File: config.mk
export PLATFORM = sky130hd
export DESIGN_NAME = servo_pwm_gen
export DESIGN_NICKNAME = d
export VERILOG_FILES = /design/src/rtl/servo_pwm_pkg.sv /design/src/rtl/servo_frame_timer.sv /design/src/rtl/servo_pos_mapper.sv /design/src/rtl/servo_pulse_cmp.sv /design/src/rtl/servo_pwm_gen.sv
export SDC_FILE = /design/constraint.sdc
export NUM_CORES = 1
export LEC_CHECK = 0
export BUFFER_PORTS_ARGS = -buffer_cell sky130_fd_sc_hd__buf_4
export CORE_MARGIN = 3
export CORE_UTILIZATION = 40
export CTS_CLUSTER_SIZE = 24
export DETAILED_ROUTE_END_ITERATION = 8
export GPL_ROUTABILITY_DRIVEN = 0
export HOLD_SLACK_MARGIN = 0.1
export PLACE_DENSITY_LB_ADDON = 0.12
export RECOVER_POWER = 100
export SYNTH_ARGS = -nofsm -noshare
export SYNTH_HDL_FRONTEND = slang
export SYNTH_SLANG_ARGS = --single-unit
File: constraint.sdc
create_clock -name clk -period 18.13 [get_ports clk]
set_input_delay 1.813 -clock clk [delete_from_list [all_inputs] [get_ports clk]]
set_output_delay 1.813 -clock clk [all_outputs]
set_load 0.05 [all_outputs]
File: src/rtl/servo_pwm_pkg.sv
package servo_pwm_pkg;

    // Default frame length: 20 ms at 50 MHz
    localparam int DEFAULT_FRAME_CYCLES = 1_000_000;
    localparam int DEFAULT_POS_W        = 8;

    // Mapping accumulator phases
    typedef enum logic [1:0] {
        MAP_IDLE,
        MAP_DIVIDE,
        MAP_COMMIT
    } map_state_e;

    // Span of the calibrated window; zero when the window is empty or inverted
    function automatic logic [31:0] window_span(input logic [31:0] lo, input logic [31:0] hi);
        return (hi > lo) ? (hi - lo) : 32'd0;
    endfunction

endpackage

File: src/rtl/servo_frame_timer.sv
module servo_frame_timer #(
    parameter int FRAME_CYCLES = 1_000_000,
    parameter int CNT_W        = $clog2(FRAME_CYCLES + 1)
) (
    input  logic             clk,
    input  logic             rst,
    output logic [CNT_W-1:0] frame_cnt,
    output logic             boundary,
    output logic             frame_start
);
    localparam logic [CNT_W-1:0] LAST = CNT_W'(FRAME_CYCLES - 1);

    logic [CNT_W-1:0] cnt_q;

    always_ff @(posedge clk) begin
        if (rst)
            cnt_q <= '0;
        else if (cnt_q == LAST)
            cnt_q <= '0;
        else
            cnt_q <= cnt_q + 1'b1;
    end

    assign frame_cnt   = cnt_q;
    assign boundary    = (cnt_q == LAST);
    assign frame_start = (cnt_q == '0);

endmodule

File: src/rtl/servo_pos_mapper.sv
module servo_pos_mapper
    import servo_pwm_pkg::*;
#(
    parameter int POS_W = 8,
    parameter int CNT_W = 20
) (
    input  logic             clk,
    input  logic             rst,
    input  logic [POS_W-1:0] pos_code,
    input  logic             pos_load,
    input  logic [CNT_W-1:0] lim_lo,
    input  logic [CNT_W-1:0] lim_hi,
    output logic [CNT_W-1:0] mapped_w,
    output logic             mapped_valid
);
    localparam int PROD_W = POS_W + CNT_W;
    localparam int STEP_W = $clog2(PROD_W + 1);
    localparam logic [POS_W:0] DIVISOR = {1'b0, {POS_W{1'b1}}};
    localparam logic [STEP_W-1:0] LAST_STEP = STEP_W'(PROD_W - 1);

    map_state_e        state_q;
    logic [PROD_W-1:0] quo_q;
    logic [POS_W-1:0]  rem_q;
    logic [STEP_W-1:0] step_q;
    logic [CNT_W-1:0]  base_q;
    logic [CNT_W-1:0]  top_q;

    logic [CNT_W-1:0]  span;
    logic [PROD_W-1:0] product;
    logic [POS_W:0]    trial;
    logic [POS_W:0]    trial_sub;
    logic              fits;
    logic [CNT_W:0]    sum;
    logic [CNT_W-1:0]  clamped;

    assign span    = CNT_W'(window_span(32'(lim_lo), 32'(lim_hi)));
    assign product = PROD_W'(pos_code) * PROD_W'(span);

    // One restoring division step by 2^POS_W-1
    assign trial     = {rem_q, quo_q[PROD_W-1]};
    assign fits      = (trial >= DIVISOR);
    assign trial_sub = fits ? (trial - DIVISOR) : trial;

    // Offset into the window and hold inside it
    assign sum = {1'b0, base_q} + (CNT_W + 1)'(quo_q);
    always_comb begin
        if (top_q <= base_q)
            clamped = base_q;
        else if (sum > {1'b0, top_q})
            clamped = top_q;
        else
            clamped = sum[CNT_W-1:0];
    end

    always_ff @(posedge clk) begin
        if (rst) begin
            state_q      <= MAP_IDLE;
            quo_q        <= '0;
            rem_q        <= '0;
            step_q       <= '0;
            base_q       <= '0;
            top_q        <= '0;
            mapped_w     <= '0;
            mapped_valid <= 1'b0;
        end else if (pos_load) begin
            // A newer code restarts the accumulator
            state_q <= MAP_DIVIDE;
            quo_q   <= product;
            rem_q   <= '0;
            step_q  <= '0;
            base_q  <= lim_lo;
            top_q   <= lim_hi;
        end else begin
            unique case (state_q)
                MAP_DIVIDE: begin
                    quo_q  <= {quo_q[PROD_W-2:0], fits};
                    rem_q  <= trial_sub[POS_W-1:0];
                    step_q <= step_q + 1'b1;
                    if (step_q == LAST_STEP)
                        state_q <= MAP_COMMIT;
                end
                MAP_COMMIT: begin
                    mapped_w     <= clamped;
                    mapped_valid <= 1'b1;
                    state_q      <= MAP_IDLE;
                end
                default: state_q <= MAP_IDLE;
            endcase
        end
    end

endmodule

File: src/rtl/servo_pulse_cmp.sv
module servo_pulse_cmp #(
    parameter int CNT_W = 20
) (
    input  logic             clk,
    input  logic             rst,
    input  logic [CNT_W-1:0] frame_cnt,
    input  logic             boundary,
    input  logic [CNT_W-1:0] mapped_w,
    input  logic             mapped_valid,
    input  logic [CNT_W-1:0] centre_w,
    output logic             pwm
);
    logic [CNT_W-1:0] active_q;

    // Active width changes only at the frame boundary
    always_ff @(posedge clk) begin
        if (rst)
            active_q <= centre_w;
        else if (boundary)
            active_q <= mapped_valid ? mapped_w : centre_w;
    end

    assign pwm = (frame_cnt < active_q);

endmodule

File: src/rtl/servo_pwm_gen.sv
module servo_pwm_gen
    import servo_pwm_pkg::*;
#(
    parameter int FRAME_CYCLES = DEFAULT_FRAME_CYCLES,
    parameter int POS_W        = DEFAULT_POS_W,
    parameter int CNT_W        = $clog2(FRAME_CYCLES + 1)
) (
    input  logic             clk,
    input  logic             rst,
    input  logic [POS_W-1:0] pos_code,
    input  logic             pos_load,
    input  logic [CNT_W-1:0] lim_ccw,
    input  logic [CNT_W-1:0] lim_ctr,
    input  logic [CNT_W-1:0] lim_cw,
    output logic             pwm_out,
    output logic             frame_start
);
    logic [CNT_W-1:0] frame_cnt;
    logic             boundary;
    logic [CNT_W-1:0] mapped_w;
    logic             mapped_valid;

    servo_frame_timer #(
        .FRAME_CYCLES(FRAME_CYCLES),
        .CNT_W       (CNT_W)
    ) u_timer (
        .clk        (clk),
        .rst        (rst),
        .frame_cnt  (frame_cnt),
        .boundary   (boundary),
        .frame_start(frame_start)
    );

    servo_pos_mapper #(
        .POS_W(POS_W),
        .CNT_W(CNT_W)
    ) u_mapper (
        .clk         (clk),
        .rst         (rst),
        .pos_code    (pos_code),
        .pos_load    (pos_load),
        .lim_lo      (lim_ccw),
        .lim_hi      (lim_cw),
        .mapped_w    (mapped_w),
        .mapped_valid(mapped_valid)
    );

    servo_pulse_cmp #(
        .CNT_W(CNT_W)
    ) u_cmp (
        .clk         (clk),
        .rst         (rst),
        .frame_cnt   (frame_cnt),
        .boundary    (boundary),
        .mapped_w    (mapped_w),
        .mapped_valid(mapped_valid),
        .centre_w    (lim_ctr),
        .pwm         (pwm_out)
    );

endmodule

# Word level (Yosys, flattened, before mapping)
# Cells that the tools add are included.
dict set report totals {
  regBits 144
  wordCells 48
}
dict set report op_classes {
  add_sub_neg 5
  multipliers 1
  order_cmp 5
  n_eq_ne 5
  mux 12
  n_bitwise 2
  reduce_logical 7
}
# cell n
set ops {}
lappend ops {{$mux W20} 6}
lappend ops {{$mux W28} 2}
lappend ops {{$mul A8 B20 Y28} 1}
lappend ops {{$add A20 B21 Y21} 1}
lappend ops {{$gt A21 B20 Y1} 1}
lappend ops {{$add A20 B1 Y20 const B} 1}
lappend ops {{$eq A20 B20 Y1 const B} 1}
lappend ops {{$gt A20 B20 Y1} 1}
lappend ops {{$le A20 B20 Y1} 1}
lappend ops {{$logic_not A20 Y1} 1}
lappend ops {{$lt A20 B20 Y1} 1}
lappend ops {{$sub A20 B20 Y20} 1}
lappend ops {{$ge A9 B8 Y1 const B} 1}
lappend ops {{$mux W8} 1}
lappend ops {{$sub A8 B8 Y8 const B} 1}
lappend ops {{$add A5 B1 Y5 const B} 1}
lappend ops {{$eq A5 B5 Y1 const B} 1}
lappend ops {{$reduce_bool A2 Y1} 2}
lappend ops {{$reduce_or A2 Y1} 2}
lappend ops {{$mux W1} 3}
lappend ops {{$ne A3 B2 Y1 const B} 1}
lappend ops {{$reduce_or A3 Y1} 1}
lappend ops {{$eq A2 B1 Y1 const B} 1}
lappend ops {{$eq A2 B2 Y1 const B} 1}
lappend ops {{other kinds (2)} 3}

# Longest topological paths before layout
dict set report logic_depth {
  depth_word 4
  mapped_depth 31
}

# By module
# A second synthesis with hierarchy kept.
dict set report hier_totals {
  hier_cells 1733
  area_unflattened_um2 14715.4
}
# mod n_inst cells_each area_per_inst_um2
set modules_own_cells {}
lappend modules_own_cells {servo_pos_mapper 1 1517 12366.9}
lappend modules_own_cells {servo_pulse_cmp 1 107 1330.0}
lappend modules_own_cells {servo_frame_timer 1 109 1018.5}

# Least setup slack after synthesis
# OpenSTA, ideal clock, no wires.
dict set report synth_timing {
  path_type {input to register}
  start {in lim_cw[0]}
  end {reg u_mapper.quo_q[24]}
  setup_time_ns 0.086
  arrival_time_ns 8.169
  slack_ns 9.876
  path_stages 27
  n_path_buf 0
  cell_sequence {inv_1 > ha_1 > inv_1 > fa_1 > a21oi_1 > a2bb2oi_1 > a211oi_1 > o21ai_0 > nor2_1 > a2111oi_0 > xor2_1 > nor2_1 > fa_1 > fa_1 > fa_1 > inv_1 > fa_1 > inv_1 > ha_1 > a21oi_1 > o21ai_0 > or4_1 > a31oi_1 > o311a_1 > o21ai_0 > xnor2_1 > a211oi_1}
}
dict set report synth_via {
  elab_chain_len 4
}
# element line
set synth_lines {}
lappend synth_lines {{from (decl)} servo_pwm_gen.sv:14} ;# input logic [CNT_W-1:0] lim_cw,
lappend synth_lines {{$sub A20 B20 Y20 or $gt A20 B20 Y1 (tied branches)} servo_pwm_pkg.sv:16} ;# return (hi > lo) ? (hi - lo) : 32'd0;
lappend synth_lines {{$mux W20 *} servo_pwm_pkg.sv:16}
lappend synth_lines {{$mul A8 B20 Y28 *} servo_pos_mapper.sv:37} ;# assign product = PROD_W'(pos_code) * PROD_W'(span);
lappend synth_lines {{$mux W28 *} servo_pos_mapper.sv:65} ;# end else if (pos_load) begin
lappend synth_lines {{to (signal assigned)} servo_pos_mapper.sv:68} ;# quo_q <= product;
lappend synth_lines {{to (signal assigned)} servo_pos_mapper.sv:76} ;# quo_q <= {quo_q[PROD_W-2:0], fits};
lappend synth_lines {{to (decl)} servo_pos_mapper.sv:22} ;# logic [PROD_W-1:0] quo_q;
# Every way passes the cells marked *; elsewhere a longest branch is shown, timed or not.
# A chain may end at the register's enable or synchronous reset.

# Worst setup path in the final report
dict set report layout_timing {
  start {in lim_ccw[11]}
  end {reg u_mapper.quo_q[24]}
}
dict set report layout_via {
  elab_chain_len 4
}
# element line
set layout_lines {}
lappend layout_lines {{from (decl)} servo_pwm_gen.sv:12} ;# input logic [CNT_W-1:0] lim_ccw,
lappend layout_lines {{$sub A20 B20 Y20 or $gt A20 B20 Y1 (tied branches)} servo_pwm_pkg.sv:16}
lappend layout_lines {{$mux W20 *} servo_pwm_pkg.sv:16}
lappend layout_lines {{$mul A8 B20 Y28 *} servo_pos_mapper.sv:37}
lappend layout_lines {{$mux W28 *} servo_pos_mapper.sv:65}
# Marks and branches as above.

==> reports/metrics.yaml <==
grt_overflow: 0
violations: "capacitance limit, slew limit"
synthMuxAreaShare_pct: 5.89
synth_edf_count: 20
hold_viol: 0
grt_pass1_wl_mm: 64.0
worst-path-buf-inv: 5
place_worst_setup_slack_ns: 8.77
synth_area_leader_cell: "dfxtp_1"
status: "complete, but fails checks"
synth-simple-area-share_pct: 18.5
ff2ff_setup_slack_ns: 12.12
cts_tree: "yes"
clk_latency_ns: 0.43
synthTopCellsByCount: "232 x inv_1, 182 x nor2_1, 151 x ha_1, 132 x nand2_1, 124 x dfxtp_1"
yosys_warnings: 0
r2r-end: "u_mapper.mapped_w[2]$_SDFFE_PP0P_"
postCtsResizedCells: 0
coreArea_um2: 35700
grt_pass1_vias: 12100
relSlewSlack_pct: -127
clockBufferDepth: 2
path_depth: 27
hpwl_mm: 31.8
avgRoutedWirePerCell_um: 17.5
hold_path_class: "flop to flop"
place_area_um2: 15500
wl_mm: 39.4
worstSetupStartpoint: "lim_ccw[11]"
setup_ws_ns: 6.97
powerDensity_nw_per_um2: 103
period_share_pct: 61.5
synthXorXnorAreaFrac_pct: 4.50
skew_ns: 0.00622
crit_type: "input pin to flop"
synthArstFlopShare_pct: 0
vdd.ir_drop.worst_mv: 0.0635
track_usage_pct: 20.7
hold_buffers: 0
drc_errors: 0
first_pass_iters: 5
nFillCells: 3689
cp_slowest_cell: "clkbuf_1"
max_freq_mhz: 89.6
start_util_pct: 40.9
grt_antenna_before_repair: 0
port_buffers: 72
post-synth-top-count-cell: "inv_1"
final_nets: 2113
cts_setup_buffers: 0
netlist_area_um2: 14600
timing.rr.start: "u_mapper.base_q[0]$_SDFFE_PP0P_"
arrival_ns: 11.48
syn_nets: 2078
worstMarginPinSlew_ns: 3.41
critPathTopFamily: "adder cells"
worst_path_largest_cell_delay_ns: 2.37
antenna_left: 0
r2r_cells: 17
syn_avg_cell_area_um2: 8.37
synth_compound_area_share_pct: 14.2
yosys_register_bits: 144
synth_top_area_share_pct: 17.0
slew_violations: 179
ios: 73
stdcell_area_um2: 16100
clockRootBuffer: "clkbuf_16"
endpoint: "u_mapper.quo_q[24]$_SDFFE_PP0P_"
ys_seq_area_share_pct: 21.1
leakage_uw: 0.00775
netlist-cell-type-count: 67
die_x_um: 197
setup_viol: 0
drive_gt1_share_pct: 7.41
finalSetupTns_ns: 0
grt_max_degree: 100
rsz0062_at_grt: "no"
cp.required_ns: 18.45
cap_violations: 3
utilization_pct: 44.9
synth.area.top_cells: "dfxtp_1 17%, fa_1 15%, ha_1 13%"
path_max_fanout: 99
die_area_um2: 38800
vias: 12000
vias_per_cell: 5.32
first_iter_violations: 503
cpMostUsedCell: "fa_1"
synth_top_family_by_area: "adder cells"
cts_buffers: 17
ys.flop_type: "dfxtp_1"
synth_fa_ha_area_share_pct: 28.0
rows: 69
period_needed_ns: 11.16
cp-end-kind: "flop"
cts_sinks: 144
hold_depth: 2
h-tree-depth: 4
synth_cells: 1746
die_h_um: 197
startpoint_type: "input pin"
syn2layout_area_growth_pct: 9.97
clk_pin_slew_ns: 0.06
cells in the final DEF (no fill, tap or decap), types with 5 or more instances in the layout:
master       n
buf_4       73
nand4_1     19
or2_2        5
a21o_1      29
nor2_1     182
fa_1       110
a21oi_1    114
and3_1      78
o211ai_1    10
nor2b_1     14
o21a_1      11
xnor2_1     36
edfxtp_1    20
nand2b_1    12
ha_1       151
a211oi_1    27
a32oi_1     14
and4_1       7
dfxtp_1    124
a41oi_1      6
xor2_1      39
nand2_1    132
nand3_1     44
or3_1        7
clkinv_2     5
o21bai_1     6
clkbuf_1     8
clkbuf_16   17
mux2i_1     62
and2_1      29
mux2_2      20
o21ai_0     55
inv_1      232
nor3_1      19
a31oi_1     10
metrics by stage:
step | cells | total power [uW] | hold slack, ns
floorplan | 1746 | 1120 | 0.432
global placement | 2223 | 1320 | 0.448
detailed placement | 2223 | 1320 | 0.458
CTS | 2255 | 1670 | 0.475
global route | 2255 | 1810 | 0.501
finish | 2256 | 1650 | 0.469
worst register-to-register path, stage by stage (launching register included):
cell	delay (ns)
dfxtp_1	0.38
ha_1	0.27
fa_1	0.41
a21oi_1	0.22
o211ai_1	0.20
a2111oi_0	0.97
o31ai_1	0.17
a21oi_1	0.22
xnor2_1	0.12
ha_1	0.32
nand4_1	0.17
nor3_1	0.48
nand3_1	0.15
o21a_1	0.13
o31a_1	0.09
or3b_1	0.84
mux2_1	0.53
o31a_1	0.24
worst min path at each step:
stage	start	end
after global routing	u_mapper.mapped_w[12]$_SDFFE_PP0P_	u_mapper.mapped_w[12]$_SDFFE_PP0P_
after floorplan	u_mapper.mapped_w[0]$_SDFFE_PP0P_	u_mapper.mapped_w[0]$_SDFFE_PP0P_
after CTS	u_mapper.mapped_w[7]$_SDFFE_PP0P_	u_mapper.mapped_w[7]$_SDFFE_PP0P_
after detailed placement	u_mapper.mapped_w[7]$_SDFFE_PP0P_	u_mapper.mapped_w[7]$_SDFFE_PP0P_
final	u_mapper.mapped_w[7]$_SDFFE_PP0P_	u_mapper.mapped_w[7]$_SDFFE_PP0P_
after global placement	u_mapper.mapped_w[7]$_SDFFE_PP0P_	u_mapper.mapped_w[7]$_SDFFE_PP0P_
report_power, final:
part	internal [uW]	leakage (uW)	switching, uW	total (uW)
registers	353	0.00121	28.2	381
clock network	192	0.000273	144	336
logic	388	0.00627	544	931
per-layer routing:
| metal | GRT usage (%) | vias up | share of wire, % |
|---|---|---|---|
| met5 | 0 | - | 0 |
| met1 | 26.9 | 5743 | 46 |
| met2 | 36.2 | 175 | 49 |
| met3 | 2.29 | 44 | 2.8 |
| li1 | - | 6032 | - |
| met4 | 6.20 | 0 | 2.3 |
area by class of cell:
cell class / instances / area (um2) / share of cell area, %
Multi-Input combinational cell: 1305 / 10400 / 64.7
Antenna cell: 1 / 2.50 / 0.0156
Timing Repair Buffer: 80 / 574 / 3.58
Tap cell: 461 / 577 / 3.59
Clock buffer: 19 / 443 / 2.76
Inverter: 233 / 875 / 5.44
Clock inverter: 13 / 114 / 0.709
Sequential cell: 144 / 3080 / 19.2
flip-flops by register name (all words and copies together) (netlist names):
signal / count
u_cmp.active_q: 20
u_mapper.rem_q: 8
u_mapper.state_q: 2
u_timer.frame_cnt: 20
u_mapper.mapped_valid: 1
u_mapper.step_q: 5
u_mapper.base_q: 20
u_mapper.quo_q: 28
u_mapper.mapped_w: 20
u_mapper.top_q: 20
cell families after synthesis:
logic type | count (synthesis)
adder cells (fa/ha/maj) | 261
buffers and inverters | 297
flip-flops | 144
AND/OR/NAND/NOR | 564
XOR/XNOR | 75
multiplexers | 83
AO/OA/AOI/OAI | 322
(Power assumes the default switching activity.)
